--- config.mk ---
export PLATFORM = sky130hd
export DESIGN_NAME = cfg_uart_tx
export DESIGN_NICKNAME = d
export VERILOG_FILES = /design/src/rtl/cfg_uart_tx_pkg.sv /design/src/rtl/cfg_uart_tx_fmt.sv /design/src/rtl/cfg_uart_tx_rate.sv /design/src/rtl/cfg_uart_tx_engine.sv /design/src/rtl/cfg_uart_tx.sv
export SDC_FILE = /design/constraint.sdc
export NUM_CORES = 1
export LEC_CHECK = 0
export BUFFER_PORTS_ARGS = -buffer_cell sky130_fd_sc_hd__buf_4
export CAP_MARGIN = 20
export CORE_ASPECT_RATIO = 0.75
export CORE_UTILIZATION = 30
export DETAILED_ROUTE_END_ITERATION = 10
export PLACE_DENSITY_LB_ADDON = 0.25
export SLEW_MARGIN = 20
export SYNTH_ARGS = -nofsm -noshare
export SYNTH_HDL_FRONTEND = slang
export SYNTH_SLANG_ARGS = --single-unit
--- constraint.sdc ---
create_clock -name clk -period 5.9 [get_ports clk]
set_clock_uncertainty 0.15 [all_clocks]
set_input_delay 0.59 -clock clk [delete_from_list [all_inputs] [get_ports clk]]
set_output_delay 0.59 -clock clk [all_outputs]
set_load 0.005 [all_outputs]
--- src/rtl/cfg_uart_tx_pkg.sv ---
package cfg_uart_tx_pkg;

    localparam int BYTE_W = 8;
    localparam int NB_W   = $clog2(BYTE_W + 1);

    typedef enum logic [2:0] {
        ST_IDLE,
        ST_START,
        ST_DATA,
        ST_PAR,
        ST_STOP
    } tx_state_e;

    typedef struct packed {
        logic [NB_W-1:0] nbits;
        logic            par_en;
        logic            par_even;
        logic            stop2;
    } frame_fmt_t;

endpackage

--- src/rtl/cfg_uart_tx_fmt.sv ---
// Decodes the two packed format bytes into a frame description.
module cfg_uart_tx_fmt
    import cfg_uart_tx_pkg::*;
(
    input  logic [7:0] fmt_a,
    input  logic [7:0] fmt_b,
    output frame_fmt_t fmt,
    output logic       tx_en
);

    always_comb begin
        fmt          = '0;
        fmt.par_en   = fmt_a[0];
        fmt.par_even = fmt_a[1];
        fmt.stop2    = (fmt_a[3:2] == 2'b11);
        // width code is not monotonic: 01 means 7 and 10 means 6
        case (fmt_b[6:5])
            2'b00:   fmt.nbits = NB_W'(5);
            2'b01:   fmt.nbits = NB_W'(7);
            2'b10:   fmt.nbits = NB_W'(6);
            default: fmt.nbits = NB_W'(8);
        endcase
    end

    assign tx_en = fmt_b[3];

    logic unused_fmt_bits;
    assign unused_fmt_bits = ^{fmt_a[7:4], fmt_b[7], fmt_b[4], fmt_b[2:0]};

endmodule

--- src/rtl/cfg_uart_tx_rate.sv ---
// Bit period in input-clock cycles: 2 * (tconst + 2) * multiplier.
module cfg_uart_tx_rate #(
    parameter int TC_W  = 16,
    parameter int PER_W = TC_W + 8
) (
    input  logic [1:0]       mult_sel,
    input  logic [TC_W-1:0]  tconst,
    output logic [PER_W-1:0] period
);

    localparam int NSEL = 4;

    logic [PER_W-1:0] base;
    logic [PER_W-1:0] cand [NSEL];

    assign base = PER_W'(tconst) + PER_W'(2);

    generate
        for (genvar g = 0; g < NSEL; g++) begin : g_mult
            // x1 -> shift 1 (half-rate channel clock); x16/x32/x64 -> 5/6/7
            localparam int SH = (g == 0) ? 1 : g + 4;
            assign cand[g] = base << SH;
        end
    endgenerate

    assign period = cand[mult_sel];

endmodule

--- src/rtl/cfg_uart_tx_engine.sv ---
// Frame sequencer: captures format and period at accept, shifts bits out.
module cfg_uart_tx_engine
    import cfg_uart_tx_pkg::*;
#(
    parameter int PER_W = 24
) (
    input  logic              clk,
    input  logic              rst_n,
    input  frame_fmt_t        fmt_in,
    input  logic              en_in,
    input  logic [PER_W-1:0]  per_in,
    input  logic [BYTE_W-1:0] data_in,
    input  logic              valid_in,
    output logic              ready_out,
    output logic              line_out,
    output logic              done_out
);

    typedef struct packed {
        tx_state_e         st;
        frame_fmt_t        fmt;
        logic [PER_W-1:0]  per;
        logic [PER_W-1:0]  cnt;
        logic [BYTE_W-1:0] sh;
        logic [NB_W-1:0]   idx;
        logic              stop_left;
        logic              par;
        logic              line;
        logic              done;
    } eng_t;

    localparam eng_t ENG_RST = '{
        st:        ST_IDLE,
        fmt:       '0,
        per:       '0,
        cnt:       '0,
        sh:        '0,
        idx:       '0,
        stop_left: 1'b0,
        par:       1'b0,
        line:      1'b1,
        done:      1'b0
    };

    eng_t r_d, r_q;

    logic [BYTE_W-1:0] mask;
    logic [BYTE_W-1:0] masked;
    logic              par_bit;

    assign mask    = ~({BYTE_W{1'b1}} << fmt_in.nbits);
    assign masked  = data_in & mask;
    assign par_bit = fmt_in.par_even ? (^masked) : ~(^masked);

    always_comb begin
        r_d      = r_q;
        r_d.done = 1'b0;
        if (r_q.st == ST_IDLE) begin
            if (valid_in) begin
                if (en_in) begin
                    r_d.st        = ST_START;
                    r_d.fmt       = fmt_in;
                    r_d.per       = per_in;
                    r_d.cnt       = per_in - PER_W'(1);
                    r_d.sh        = data_in;
                    r_d.par       = par_bit;
                    r_d.idx       = '0;
                    r_d.stop_left = fmt_in.stop2;
                    r_d.line      = 1'b0;
                end else begin
                    r_d.done = 1'b1;
                end
            end
        end else if (r_q.cnt != '0) begin
            r_d.cnt = r_q.cnt - PER_W'(1);
        end else begin
            r_d.cnt = r_q.per - PER_W'(1);
            case (r_q.st)
                ST_START: begin
                    r_d.st   = ST_DATA;
                    r_d.line = r_q.sh[0];
                    r_d.idx  = '0;
                end
                ST_DATA: begin
                    if (r_q.idx == r_q.fmt.nbits - NB_W'(1)) begin
                        if (r_q.fmt.par_en) begin
                            r_d.st   = ST_PAR;
                            r_d.line = r_q.par;
                        end else begin
                            r_d.st   = ST_STOP;
                            r_d.line = 1'b1;
                        end
                    end else begin
                        r_d.idx  = r_q.idx + NB_W'(1);
                        r_d.sh   = r_q.sh >> 1;
                        r_d.line = r_q.sh[1];
                    end
                end
                ST_PAR: begin
                    r_d.st   = ST_STOP;
                    r_d.line = 1'b1;
                end
                ST_STOP: begin
                    if (r_q.stop_left) begin
                        r_d.stop_left = 1'b0;
                    end else begin
                        r_d.st   = ST_IDLE;
                        r_d.done = 1'b1;
                    end
                end
                default: begin
                    r_d = ENG_RST;
                end
            endcase
        end
    end

    always_ff @(posedge clk or negedge rst_n) begin
        if (!rst_n) r_q <= ENG_RST;
        else        r_q <= r_d;
    end

    assign ready_out = (r_q.st == ST_IDLE);
    assign line_out  = r_q.line;
    assign done_out  = r_q.done;

    // an idle transmitter holds the line high
    a_r2_idle_line_high: assert property (@(posedge clk) disable iff (!rst_n)
        ready_out |-> line_out);

    // the bit timer never exceeds the captured period while busy
    a_r6_timer_in_period: assert property (@(posedge clk) disable iff (!rst_n)
        !ready_out |-> (r_q.cnt < r_q.per));

    // accepting an enabled byte drops ready and starts the low start bit
    a_r7_accept_busy: assert property (@(posedge clk) disable iff (!rst_n)
        (valid_in && ready_out && en_in) |=> (!ready_out && !line_out));

    // ready returns only together with the done pulse
    a_r7_ready_with_done: assert property (@(posedge clk) disable iff (!rst_n)
        $rose(ready_out) |-> done_out);

    // no done pulse while a frame is in flight
    a_r7_no_done_busy: assert property (@(posedge clk) disable iff (!rst_n)
        !ready_out |-> !done_out);

    // a byte offered with transmit disabled is dropped and reported done
    a_r8_discard: assert property (@(posedge clk) disable iff (!rst_n)
        (valid_in && ready_out && !en_in) |=> (done_out && ready_out && line_out));

    // the captured format and period hold for the whole frame
    a_r9_cfg_held: assert property (@(posedge clk) disable iff (!rst_n)
        !ready_out |=> (ready_out || ($stable(r_q.fmt) && $stable(r_q.per))));

endmodule

--- src/rtl/cfg_uart_tx.sv ---
module cfg_uart_tx
    import cfg_uart_tx_pkg::*;
#(
    parameter int TC_W = 16
) (
    input  logic            clk,
    input  logic            rst_n,
    input  logic [7:0]      cfg_fmt_a,
    input  logic [7:0]      cfg_fmt_b,
    input  logic [TC_W-1:0] cfg_tconst,
    input  logic [7:0]      tx_data,
    input  logic            tx_valid,
    output logic            tx_ready,
    output logic            tx_serial,
    output logic            tx_done
);

    localparam int PER_W = TC_W + 8;

    frame_fmt_t       fmt;
    logic             tx_en;
    logic [PER_W-1:0] period;

    cfg_uart_tx_fmt i_fmt (
        .fmt_a (cfg_fmt_a),
        .fmt_b (cfg_fmt_b),
        .fmt   (fmt),
        .tx_en (tx_en)
    );

    cfg_uart_tx_rate #(
        .TC_W  (TC_W),
        .PER_W (PER_W)
    ) i_rate (
        .mult_sel (cfg_fmt_a[7:6]),
        .tconst   (cfg_tconst),
        .period   (period)
    );

    cfg_uart_tx_engine #(
        .PER_W (PER_W)
    ) i_engine (
        .clk       (clk),
        .rst_n     (rst_n),
        .fmt_in    (fmt),
        .en_in     (tx_en),
        .per_in    (period),
        .data_in   (tx_data),
        .valid_in  (tx_valid),
        .ready_out (tx_ready),
        .line_out  (tx_serial),
        .done_out  (tx_done)
    );

endmodule

==> results by stage, run 1 <==
Yosys:
- The most used flip-flop cell after synthesis is dfrtp_1.
- The combined area of all synthesized cells is slightly below 6000 um^2.
- After synthesis, the share of flip-flops with an asynchronous set or reset is 100.0%.
- The number of different library cells used by synthesis comes to 83.
- The total of flip-flops plus latches after synthesis is 71.
- The proportion of netlist area held by the largest area contributor is 30.35%.
- Sequential elements use 30.80% of the synthesized area.
- The number of flops mapped to enable cells by yosys is 0.
- The most numerous cell in the Yosys netlist is nand2_1.
- Ranked by total cell area, the synthesized netlist is headed by dfrtp_1, xnor2_1, nand2_1.
- The synthesized area per cell is 7.907 um^2.
- The cell type with the highest aggregate area in the netlist is dfrtp_1.
- Synthesis produced 730 cells.
- The synthesized netlist net count is 783.
- By count the netlist is led by nand2_1, dfrtp_1, nor2_1, o21ai_0, a21oi_1.
- The count of synthesis-stage warnings from yosys is 0.

Worst setup path:
- At the worst endpoint, the arrival time is 4390 ps.
- The type of origin of the critical path is a flop.
- The setup slack of the worst register-to-register path is 1640 ps.
- The depth of the worst register-to-register path is 11.
- The destination of the worst register-to-register timing path is i_engine.r_q[18]$_DFFE_PN0P_.
- The source of the worst register-to-register timing path is i_engine.r_q[16]$_DFFE_PN0P_.
- The largest fanout of any net on the critical path is 13.
- At the worst endpoint, the required time is 6030 ps.
- By startpoint and endpoint, the worst setup path is classified as flop to flop.
- STA classifies the critical path endpoint as a flop.

Global routing:
- The global routing usage summed across all routing layers is approximately 18%.
- Entering global routing, the biggest net connects 72 pins.
- The number of antenna violations at the first check in global routing is 0.
- The global-route wire length before repair is 28700 um.
- The total overflow left after global routing is 0.
- The via count of the first global-routing pass is 5194.

Power:
- The analysis attributes to cell leakage a power of about 0.0026 uW.
- Registers are responsible for 39.8% of the overall power.
- Net switching is 36.84% of the power.
- Across the VDD grid, the largest voltage drop is ~190 uV.
- The power per standard cell area is 352.5 nW/um^2.
- The total internal power is ~1500 uW.
- In this run the power spent charging and discharging nets is 850.1 uW.
- Per report_power, the combinational group accounts for 32.3% of the total.
- The clock network burns between 20% and 30% of the power.

Status:
- The flow ran to the end, and the final reports show no timing, DRC or antenna violations.

Floorplan:
- The die height is 122.1 um.
- The initial core utilization is 30.92%.
- The floorplan row count is 43.
- 46 I/O pins were placed.
- The area enclosed by the die boundary is 19800 um^2.
- The die outline width is 162.2 um.
- The core footprint is about 19000 um^2.

Layout:
- The filler cells instantiated in the layout total 1983.
- The multi-input combinational cells in the finished layout cover a total of 3722 um^2.
- The ratio of cells with drive above 1 in the final layout is 11.16%.
- The final-stage net count is 792.
- The area growth from synthesis to final layout is 13.42%.
- The register area is 1778 um^2.
- The repair_antennas step left the layout with diodes totalling 0.

Timing:
- The minimum clock period after layout is between 4000 and 5000 ps.
- The worst relative slew slack is between 30% and 40%.
- In the finished design, the share of the clock period the worst path needs comes to between 70% and 80%.
- After routing, the total negative slack on setup checks comes to 0 ps.
- For the pin with the worst max-slew slack, the measured transition is 942.0 ps.
- Setup violations remaining at the end of the flow were counted as 0.
- Setup slack on the critical path of the routed design comes to 1636 ps.
- The number of hold violations in the final report is 0.
- Setup repair after global routing left no endpoint under its margin.
- The maximum operating frequency is 0.2345 GHz.
- The count of pins over their slew limit is 0.

Hold path:
- The type of the most critical hold path is input port to async pin.

Detailed routing:
- The first-iteration detailed-routing DRC count is about 470.
- Signal routing reaches up to met4.
- The first TritonRoute pass finished after 5 iterations.
- Detailed routing placed a total of between 700 and 800 um of wire on met3.
- Wire segments on met2 add up to 7128 um in the final route.
- Once detail routing completed, the nets flagged for antenna violations numbered 0.
- The detailed router placed 5519 vias in this run.
- The total routed wire length on the met1 layer is 8957 um.
- After detailed routing, the average wire length per cell comes to 17.16 um.
- The wire length after detailed routing is 17010 um.
- The via density per instance is between 5 and 6.
- The total DRC errors in the routed layout is 0.

Clocking:
- The number of hold buffers added after CTS is 0.
- The clock-pin slew of the registers on the worst-case setup and hold paths is 60 ps.
- The H-tree was split into 3 levels.
- The clock reaches the later pin of the worst-skew pair after approximately 340 ps.
- CTS saw 71 sinks.
- The number of CTS-inserted buffers is 9.
- Counting along the longest clock path gives a buffer depth of 2.
- The CTS tree is yes.
- The number of gates resized after CTS was 0.
- The root buffer selected by CTS is clkbuf_16.
- The number of post-CTS setup repair buffers is 0.

Placement:
- The detailed placement HPWL is 12360 um.
- The count of input and output buffers is 38.
- Routability-driven placement finished with a final weighted congestion of between 0.8 and 0.9.
- The minimum setup slack after placement is 1644 ps.

Flow run:
- Max-cap violations in this run came to 0.
[critical path: stages (launching register included)]
cell and delay, ps:
dfrtp_1 410, inv_1 110, ha_1 190, or3b_2 490, nand3b_1 390, nor4_2 570, and2_1 480, nand3_1 600
o21ai_0 520, nor2_1 70, nor2_1 90, o22a_1 140
[power groups by stage]
stage | Combinational [uW] | Clock, uW | Sequential, uW
after global placement | 736 | 0 | 919
after floorplan | 608 | 0 | 844
after detailed placement | 740 | 0 | 920
after CTS | 745 | 650 | 914
final | 746 | 643 | 919
after global routing | 847 | 671 | 959
[worst max-delay path by stage]
stage | from | end | slack [ps] | cells after the start
after floorplan | cfg_fmt_a[6] | i_engine.r_q[31]$_DFFE_PN0P_ | 2510 | 12
after global placement | i_engine.r_q[16]$_DFFE_PN0P_ | i_engine.r_q[18]$_DFFE_PN0P_ | 1680 | 11
after detailed placement | i_engine.r_q[16]$_DFFE_PN0P_ | i_engine.r_q[18]$_DFFE_PN0P_ | 1640 | 11
after CTS | i_engine.r_q[16]$_DFFE_PN0P_ | i_engine.r_q[18]$_DFFE_PN0P_ | 1630 | 11
after global routing | i_engine.r_q[16]$_DFFE_PN0P_ | i_engine.r_q[18]$_DFFE_PN0P_ | 1210 | 11
final | i_engine.r_q[16]$_DFFE_PN0P_ | i_engine.r_q[18]$_DFFE_PN0P_ | 1640 | 11
[kinds of logic after synthesis]
family / synth area share [%]
mux: 1.474
compound gates: 25.97
buf+inv: 4.747
xor+xnor: 9.842
fa+ha+maj: 2.168
simple gates: 24.99
flops: 30.80
[placed cells by master, fill, tap and decap left out, types with 6 or more instances in the layout]
cell / n
a211oi_1: 7
a21oi_1: 47
a22o_1: 11
a22oi_1: 8
a31oi_1: 13
and2_1: 6
and4_1: 6
buf_4: 40
clkbuf_16: 9
dfrtp_1: 70
ha_1: 10
inv_1: 21
nand2_1: 86
nand3_1: 22
nand4_1: 8
nor2_1: 65
nor2b_1: 7
nor3_1: 26
nor4_1: 12
o21ai_0: 64
o22ai_1: 6
o31ai_1: 10
or3_1: 7
xnor2_1: 39
xor2_1: 24
[stage by stage]
stage	utilization, %	cell area [um^2]	instances	hold WS [ps]	power (uW)
floorplan	-	5772	730	144.4	1452
detailed placement	33.17	6192	974	316.0	1661
global route	35.06	6546	991	333.7	2476
global placement	33.17	6192	974	308.2	1655
CTS	35.02	6539	990	285.8	2309
finish	35.06	6546	991	249.3	2308
[metal layers]
layer	GRT usage, %	up-vias
li1	-	2699
met2	25.94	127
met1	28.49	2681
met3	3.166	12
met4	3.656	0
met5	0	-
[area by class of cell]
class / instances / area share [%]
Tap cell: 247 / 4.721
Clock inverter: 6 / 1.644
Inverter: 22 / 1.261
Sequential cell: 71 / 27.16
Multi-Input combinational cell: 594 / 56.86
Timing Repair Buffer: 41 / 4.702
Clock buffer: 10 / 3.651
[flip-flops by register name (all words and copies together) (netlist names)]
signal,cells
i_engine.done_out,1
i_engine.line_out,1
i_engine.r_q,69
(Power assumes the default switching activity.)
==> run 2, diff against run 1 <==
==> constraint.sdc (replaced) <==
create_clock -name clk -period 3.8 [get_ports clk]
set_clock_uncertainty 0.15 [all_clocks]
set_input_delay 0.38 -clock clk [delete_from_list [all_inputs] [get_ports clk]]
set_output_delay 0.38 -clock clk [all_outputs]
set_load 0.005 [all_outputs]
==> results by stage, run 2 (synthesis results as in run 1) <==
Worst setup path:
- The critical path in this run is classified as flop to flop.
- The worst setup path is captured at a flop.
- The startpoint identified for the worst register-to-register timing path is i_engine.r_q[16]$_DFFE_PN0P_.
- The largest fanout of any net on the critical path is 8.
- STA puts the critical path data required time at 3860 ps.
- The data arrival time of the worst path is 3480 ps.
- The beginning of the critical path is i_engine.r_q[16]$_DFFE_PN0P_.
- The type of origin of the critical path is a flop.

Floorplan:
- The floorplan has 43 rows.
- The initial core utilization is 30.92%.
- The die is 162.2 um wide.
- After floorplanning, the core was sized to cover 18670 um^2.
- The number of I/O pins is 46.
- In this run the vertical extent of the chip is 122.1 um.
- The die covers 19800 um^2.

Global routing:
- The first global-routing pass estimated 28720 um of wire.
- The sum of overflow across all layers after global routing is 0.
- The number of antenna violations at the first check in global routing is 0.
- In the global route stage, overall resource usage came out at about 18%.
- The via count of the first global-routing pass is between 5k and 6k.
- Entering global routing, the biggest net connects 72 pins.

Layout:
- The area growth from synthesis to final layout is 16.32%.
- The finished layout holds 1015 standard cells, fillers aside.
- The most frequent standard cell in the layout excluding fill and tap cells is nand2_1.
- The top cell types in the final layout, fill and taps aside, are nand2_1, dfrtp_1, nor2_1.
- Cells fill 35.96% of the core in the end.
- The register with the most flip-flops in the layout has 69 of them.
- The filler cells instantiated in the layout total between 1.5k and 2k.
- The most flop-heavy register is i_engine.r_q.
- The number of antenna diodes in the final layout is 0.
- The final-stage net count is 816.
- The ratio of cells with drive above 1 in the final layout is 13.67%.

Clocking:
- The clock net in this run drives a total of 71 sinks.
- Gates resized during post-CTS repair numbered 0.
- The worst-skew pair later-pin latency is 340 ps.
- Clock-pin slew was measured on the worst setup and hold paths at approximately 60 ps.
- The number of CTS-inserted buffers is 9.
- The number of post-CTS setup repair buffers is 0.
- The CTS tree is yes.
- Hold repair after CTS inserted 0 buffers.
- The root buffer cell chosen for the clock tree is clkbuf_16.
- Counting along the longest clock path gives a buffer depth of 2.
- The level count of the clock H-tree is 3.

Power:
- IR analysis of the VDD net gives a maximum drop of 225.2 uV.
- The net switching power is 1314 uW.
- In this run the power density over the cells is 527.0 nW/um^2.
- The internal portion of the total power is 2224 uW.
- The clock share of power is 26.1%.
- Combinational logic is responsible for 34.1% of the overall power.
- The analysis attributes to cell leakage a power of 0.002702 uW.
- The switching share of power is 37.14%.
- In this run, flip-flops and latches consume between 30% and 40% of the power.

Detailed routing:
- The first detailed-routing pass ran for 5 iterations.
- The wire length per cell after detailed routing is 16.86 um.
- The via count is 5579.
- The via density per instance is between 5 and 6.
- In this run, the number of DRC markers left after iteration 0 of detailed routing was 404.
- The wire length after detailed routing is roughly 17000 um.
- The count of nets left with antenna violations once routing finished came out at 0.
- In the routed design, unresolved DRC markers number 0.

Timing:
- For the final routed database, the setup TNS stands at 0 ps.
- The maximum operating frequency is 0.2921 GHz.
- Setup repair after global routing left no endpoint under its margin.
- Across all hold checks on the routed design, the worst slack comes to 27.13 ps.
- Setup slack closes at 376.6 ps.
- Setup violations remaining at the end of the flow were counted as 0.
- The number of hold violations in the final report is 0.
- Counting I/O delays and the setup requirement, the final critical path takes 3423 ps.
- The worst relative slew slack is 38.24%.
- For the pin with the worst max-slew slack, the measured transition is 926.4 ps.
- In the finished design, the share of the clock period the worst path needs comes to between 90% and 100%.
- The count of pins over their slew limit is 0.

Placement:
- In this run the tool buffered the top-level ports with 38 buffer cells.
- Before CTS, the worst setup slack after placement is 322.1 ps.
- The congestion estimate from routability-driven global placement came to 0.8516.
- After detailed placement, the design holds a cell count of 999.
- The detailed placement HPWL is 12750 um.

Flow run:
- The max-cap violation count is 0.

Hold path:
- In this run the worst hold path is classified as input port to async pin.

Status:
- The flow ran to the end, and the final reports show no timing, DRC or antenna violations.
==> run 2: critical path, stage by stage, from the launching register on <==
cell and delay, ps:
dfrtp_1 420, inv_1 110, ha_1 190, or3b_2 490, nand3b_1 250, nor4_2 460
nand2_1 230, nand2_1 310, o21ai_0 130, and2_1 180, a311oi_1 250, o21ai_0 120
==> run 2: worst paths after layout <==
path / endpoint / slack, ps / depth (start not counted)
setup / recovery: i_engine.r_q[30]$_DFFE_PN0P_ / 380 / 11
max in group asynchronous: i_engine.r_q[11]$_DFFE_PN0P_ / 2870 / 1
min in group clk: i_engine.r_q[66]$_DFFE_PN0P_ / 140 / 2
hold reg to reg: i_engine.r_q[2]$_DFFE_PN0P_ / 320 / 2
hold / removal: i_engine.r_q[46]$_DFFE_PN0P_ / 30 / 1
setup reg to reg: i_engine.r_q[30]$_DFFE_PN0P_ / 380 / 11
==> run 2: layout make-up <==
class,instances,area (um^2),share of cell area [%]
Sequential cell,71,1778,26.48
Inverter,22,82.58,1.230
Clock inverter,5,81.33,1.211
Clock buffer,11,242.7,3.615
Timing Repair Buffer,65,500.5,7.454
Multi-Input combinational cell,594,3720,55.40
Tap cell,247,309.0,4.603
==> run 2: routing by layer <==
layer  wire length (um)  track usage (%)
met1               8980            28.28
met2               7259            26.61
met5                  0                0
met3                763            3.030
met4                110            3.479
==> run 2: power groups by stage <==
stage | clock network (uW) | logic (uW) | registers (uW)
after detailed placement | 0 | 1200 | 1410
after global placement | 0 | 1190 | 1410
after CTS | 940 | 1210 | 1410
after global routing | 974 | 1370 | 1460
final | 925 | 1210 | 1410
after floorplan | 0 | 944 | 1310
==> run 2: per-stage QoR <==
step | total power, uW | area, um^2
finish | 3538 | 6714
global route | 3808 | 6714
CTS | 3555 | 6714
detailed placement | 2617 | 6390
global placement | 2606 | 6390
floorplan | 2255 | 5772
==> run 3, diff against run 2 <==
--- a/config.mk
+++ b/config.mk
@@ -11,6 +11,7 @@
 export CORE_UTILIZATION = 30
 export DETAILED_ROUTE_END_ITERATION = 10
 export PLACE_DENSITY_LB_ADDON = 0.25
+export RECOVER_POWER = 50
 export SLEW_MARGIN = 20
 export SYNTH_ARGS = -nofsm -noshare
 export SYNTH_HDL_FRONTEND = slang
==> results by stage, run 3 (synthesis results as in run 1) <==
Power:
- The power per standard cell area is 527.6 nW/um^2.
- The worst-case IR drop observed on VDD is 225.3 uV.
- Summing internal, switching and leakage power gives between 3000 and 4000 uW.
- The leakage power total is 0.002697 uW.

Global routing:
- The sum of overflow across all layers after global routing is 0.
- The global routing usage summed across all routing layers is 18.38%.
- The via count of the first global-routing pass is 5333.
- The pin count of the biggest net entering global routing is 72.
- The number of antenna violations at the first check in global routing was 0.
- The global-route wire length before repair is 28720 um.

Worst setup path:
- The setup slack of the worst register-to-register path is about 380 ps.
- STA classifies the critical path endpoint as a flop.
- At the worst endpoint, the arrival time is 3480 ps.
- The type of origin of the critical path is a flop.
- STA puts the critical path data required time at 3860 ps.
- Along the worst path, the maximum fanout reaches 8.
- The critical path class is flop to flop.

Clocking:
- The root buffer selected by CTS is clkbuf_16.
- The clock-pin slew of the registers on the worst-case setup and hold paths is 60 ps.
- The number of instances resized during post-cts repair is 0.
- The number of post-CTS setup repair buffers is 0.
- In this run, post-CTS hold repair placed 0 buffers.
- In this run the deepest clock path goes through 2 buffers.
- TritonCTS created 9 clock buffers.
- The level count of the clock H-tree is 3.
- The sink count of the clock tree is 71.
- TritonCTS built the clock tree.
- The worst-skew pair later-pin latency is 340 ps.

Layout:
- The top cell types in the final layout, fill and taps aside, are nand2_1, dfrtp_1, nor2_1.
- The area growth from synthesis to final layout is 16.21%.
- The number of flip-flops in the largest register is about 70.
- Excluding fillers, the count of instances in the completed layout stands at 1015.
- The most frequent standard cell in the layout excluding fill and tap cells is nand2_1.
- The ratio of cells with drive above 1 in the final layout is a little over an eighth.
- The total of fill cells in the finished design is between 1.5k and 2k.
- The final-stage net count is 816.
- The most flop-heavy register is i_engine.r_q.
- The fraction of the core area covered by cells at the end of the flow is 35.93%.
- The repair_antennas step left the layout with diodes totalling 0.

Placement:
- The congestion estimate from routability-driven global placement came to 0.8516.
- The placed instance count is 999.
- The count of input and output buffers is 38.
- The minimum setup slack after placement is 322.1 ps.
- The detailed placement HPWL is approximately 13000 um.

Detailed routing:
- Once detail routing completed, the nets flagged for antenna violations numbered 0.
- Summing over every cut layer, the via total after detailed routing is roughly 5.6k.
- The wire length per cell after detailed routing is 16.85 um.
- After the first detailed-routing iteration, the DRC count stood at 404.
- The via density per instance is 5.481.
- The total DRC errors in the routed layout is 0.
- The count of TritonRoute iterations in the first routing pass is 5.
- The final layout contains routed wiring with a total length of 17110 um.

Hold path:
- The type of the most critical hold path is input port to flop.

Floorplan:
- In this run the core area contains 43 standard-cell rows.
- For this configuration, the core starts out at a cell density of roughly 31%.
- From left edge to right edge, the die measures about 160 um.
- The die height is between 100 and 150 um.
- The floorplan step defined a die boundary enclosing 19800 um^2.
- The number of I/O pins is 46.
- The core footprint is between 15000 and 20000 um^2.

Timing:
- The maximum operating frequency is 0.2925 GHz.
- The fraction of the cycle the final worst path needs is 89.97%.
- The minimum clock period after layout is 3419 ps.
- At the pin with the least slew margin, the transition time is 1817 ps.
- The number of hold violations in the final report is 0.
- Setup repair after global routing left no endpoint under its margin.
- Setup total negative slack on the finished layout was measured at 0 ps.
- Setup violations remaining at the end of the flow were counted as 0.
- The count of pins over their slew limit is just over 70.
- The worst relative slew slack is -21.11%.
- The setup slack of the critical path after layout is 381.1 ps.

Status:
- The flow ran to the end, but the final reports show violations.
- The checks that failed: capacitance limit, slew limit.

Flow run:
- The tool flagged a number of max-cap violations equal to 1.
==> run 3: cell types whose count changed in the layout (fill, tap and decap cells not counted), sizes merged <==
cell and delta:
clkbuf +2, buf -2
==> run 3: area by class of cell <==
type | count | area (um^2) | share of cell area, %
clock inverters | 5 | 81.33 | 1.212
flip-flops and latches | 71 | 1778 | 26.51
multi-input cells | 594 | 3720 | 55.46
well taps | 247 | 309.0 | 4.607
repair buffers | 65 | 494.2 | 7.368
clock buffers | 11 | 242.7 | 3.619
inverters | 22 | 82.58 | 1.231
==> run 3: routing by layer <==
| metal | up-vias | share of wire [%] | GRT usage, % |
|---|---|---|---|
| met5 | - | 0 | 0 |
| met4 | 0 | 0.71 | 3.479 |
| met3 | 11 | 4.0 | 3.030 |
| met2 | 114 | 42 | 26.61 |
| met1 | 2693 | 53 | 28.28 |
| li1 | 2745 | - | - |
==> run 3: worst paths after layout <==
| path | start | end | depth (start not counted) |
|---|---|---|---|
| min in group asynchronous | rst_n | i_engine.r_q[46]$_DFFE_PN0P_ | 1 |
| worst min-delay path | cfg_fmt_a[0] | i_engine.r_q[66]$_DFFE_PN0P_ | 2 |
| max in group asynchronous | rst_n | i_engine.r_q[11]$_DFFE_PN0P_ | 1 |
| worst max-delay path | i_engine.r_q[16]$_DFFE_PN0P_ | i_engine.r_q[30]$_DFFE_PN0P_ | 11 |
| worst min register to register | i_engine.r_q[2]$_DFFE_PN0P_ | i_engine.r_q[2]$_DFFE_PN0P_ | 2 |
| worst max register to register | i_engine.r_q[16]$_DFFE_PN0P_ | i_engine.r_q[30]$_DFFE_PN0P_ | 11 |
==> run 3: report_power, final <==
group | internal, uW | leakage, uW | total, uW | switching [uW]
combinational | 562 | 0.00167 | 1210 | 643
sequential | 1070 | 0.000867 | 1410 | 339
clock | 593 | 0.000156 | 925 | 333
==> run 3: worst max-delay path: stages (launching register included) <==
cell and delay (ps):
dfrtp_1 420, inv_1 110, ha_1 190, or3b_2 490
nand3b_1 250, nor4_2 450, nand2_1 230, nand2_1 310
o21ai_0 130, and2_1 180, a311oi_1 250, o21ai_0 120
==> run 3: metrics by stage <==
| step | cell area [um^2] | hold WS [ps] |
|---|---|---|
| after floorplan | 5772 | -65.59 |
| after global placement | 6390 | 307.6 |
| after detailed placement | 6390 | 313.3 |
| after CTS | 6714 | 75.17 |
| after global routing | 6708 | 126.8 |
| final | 6708 | 136.3 |
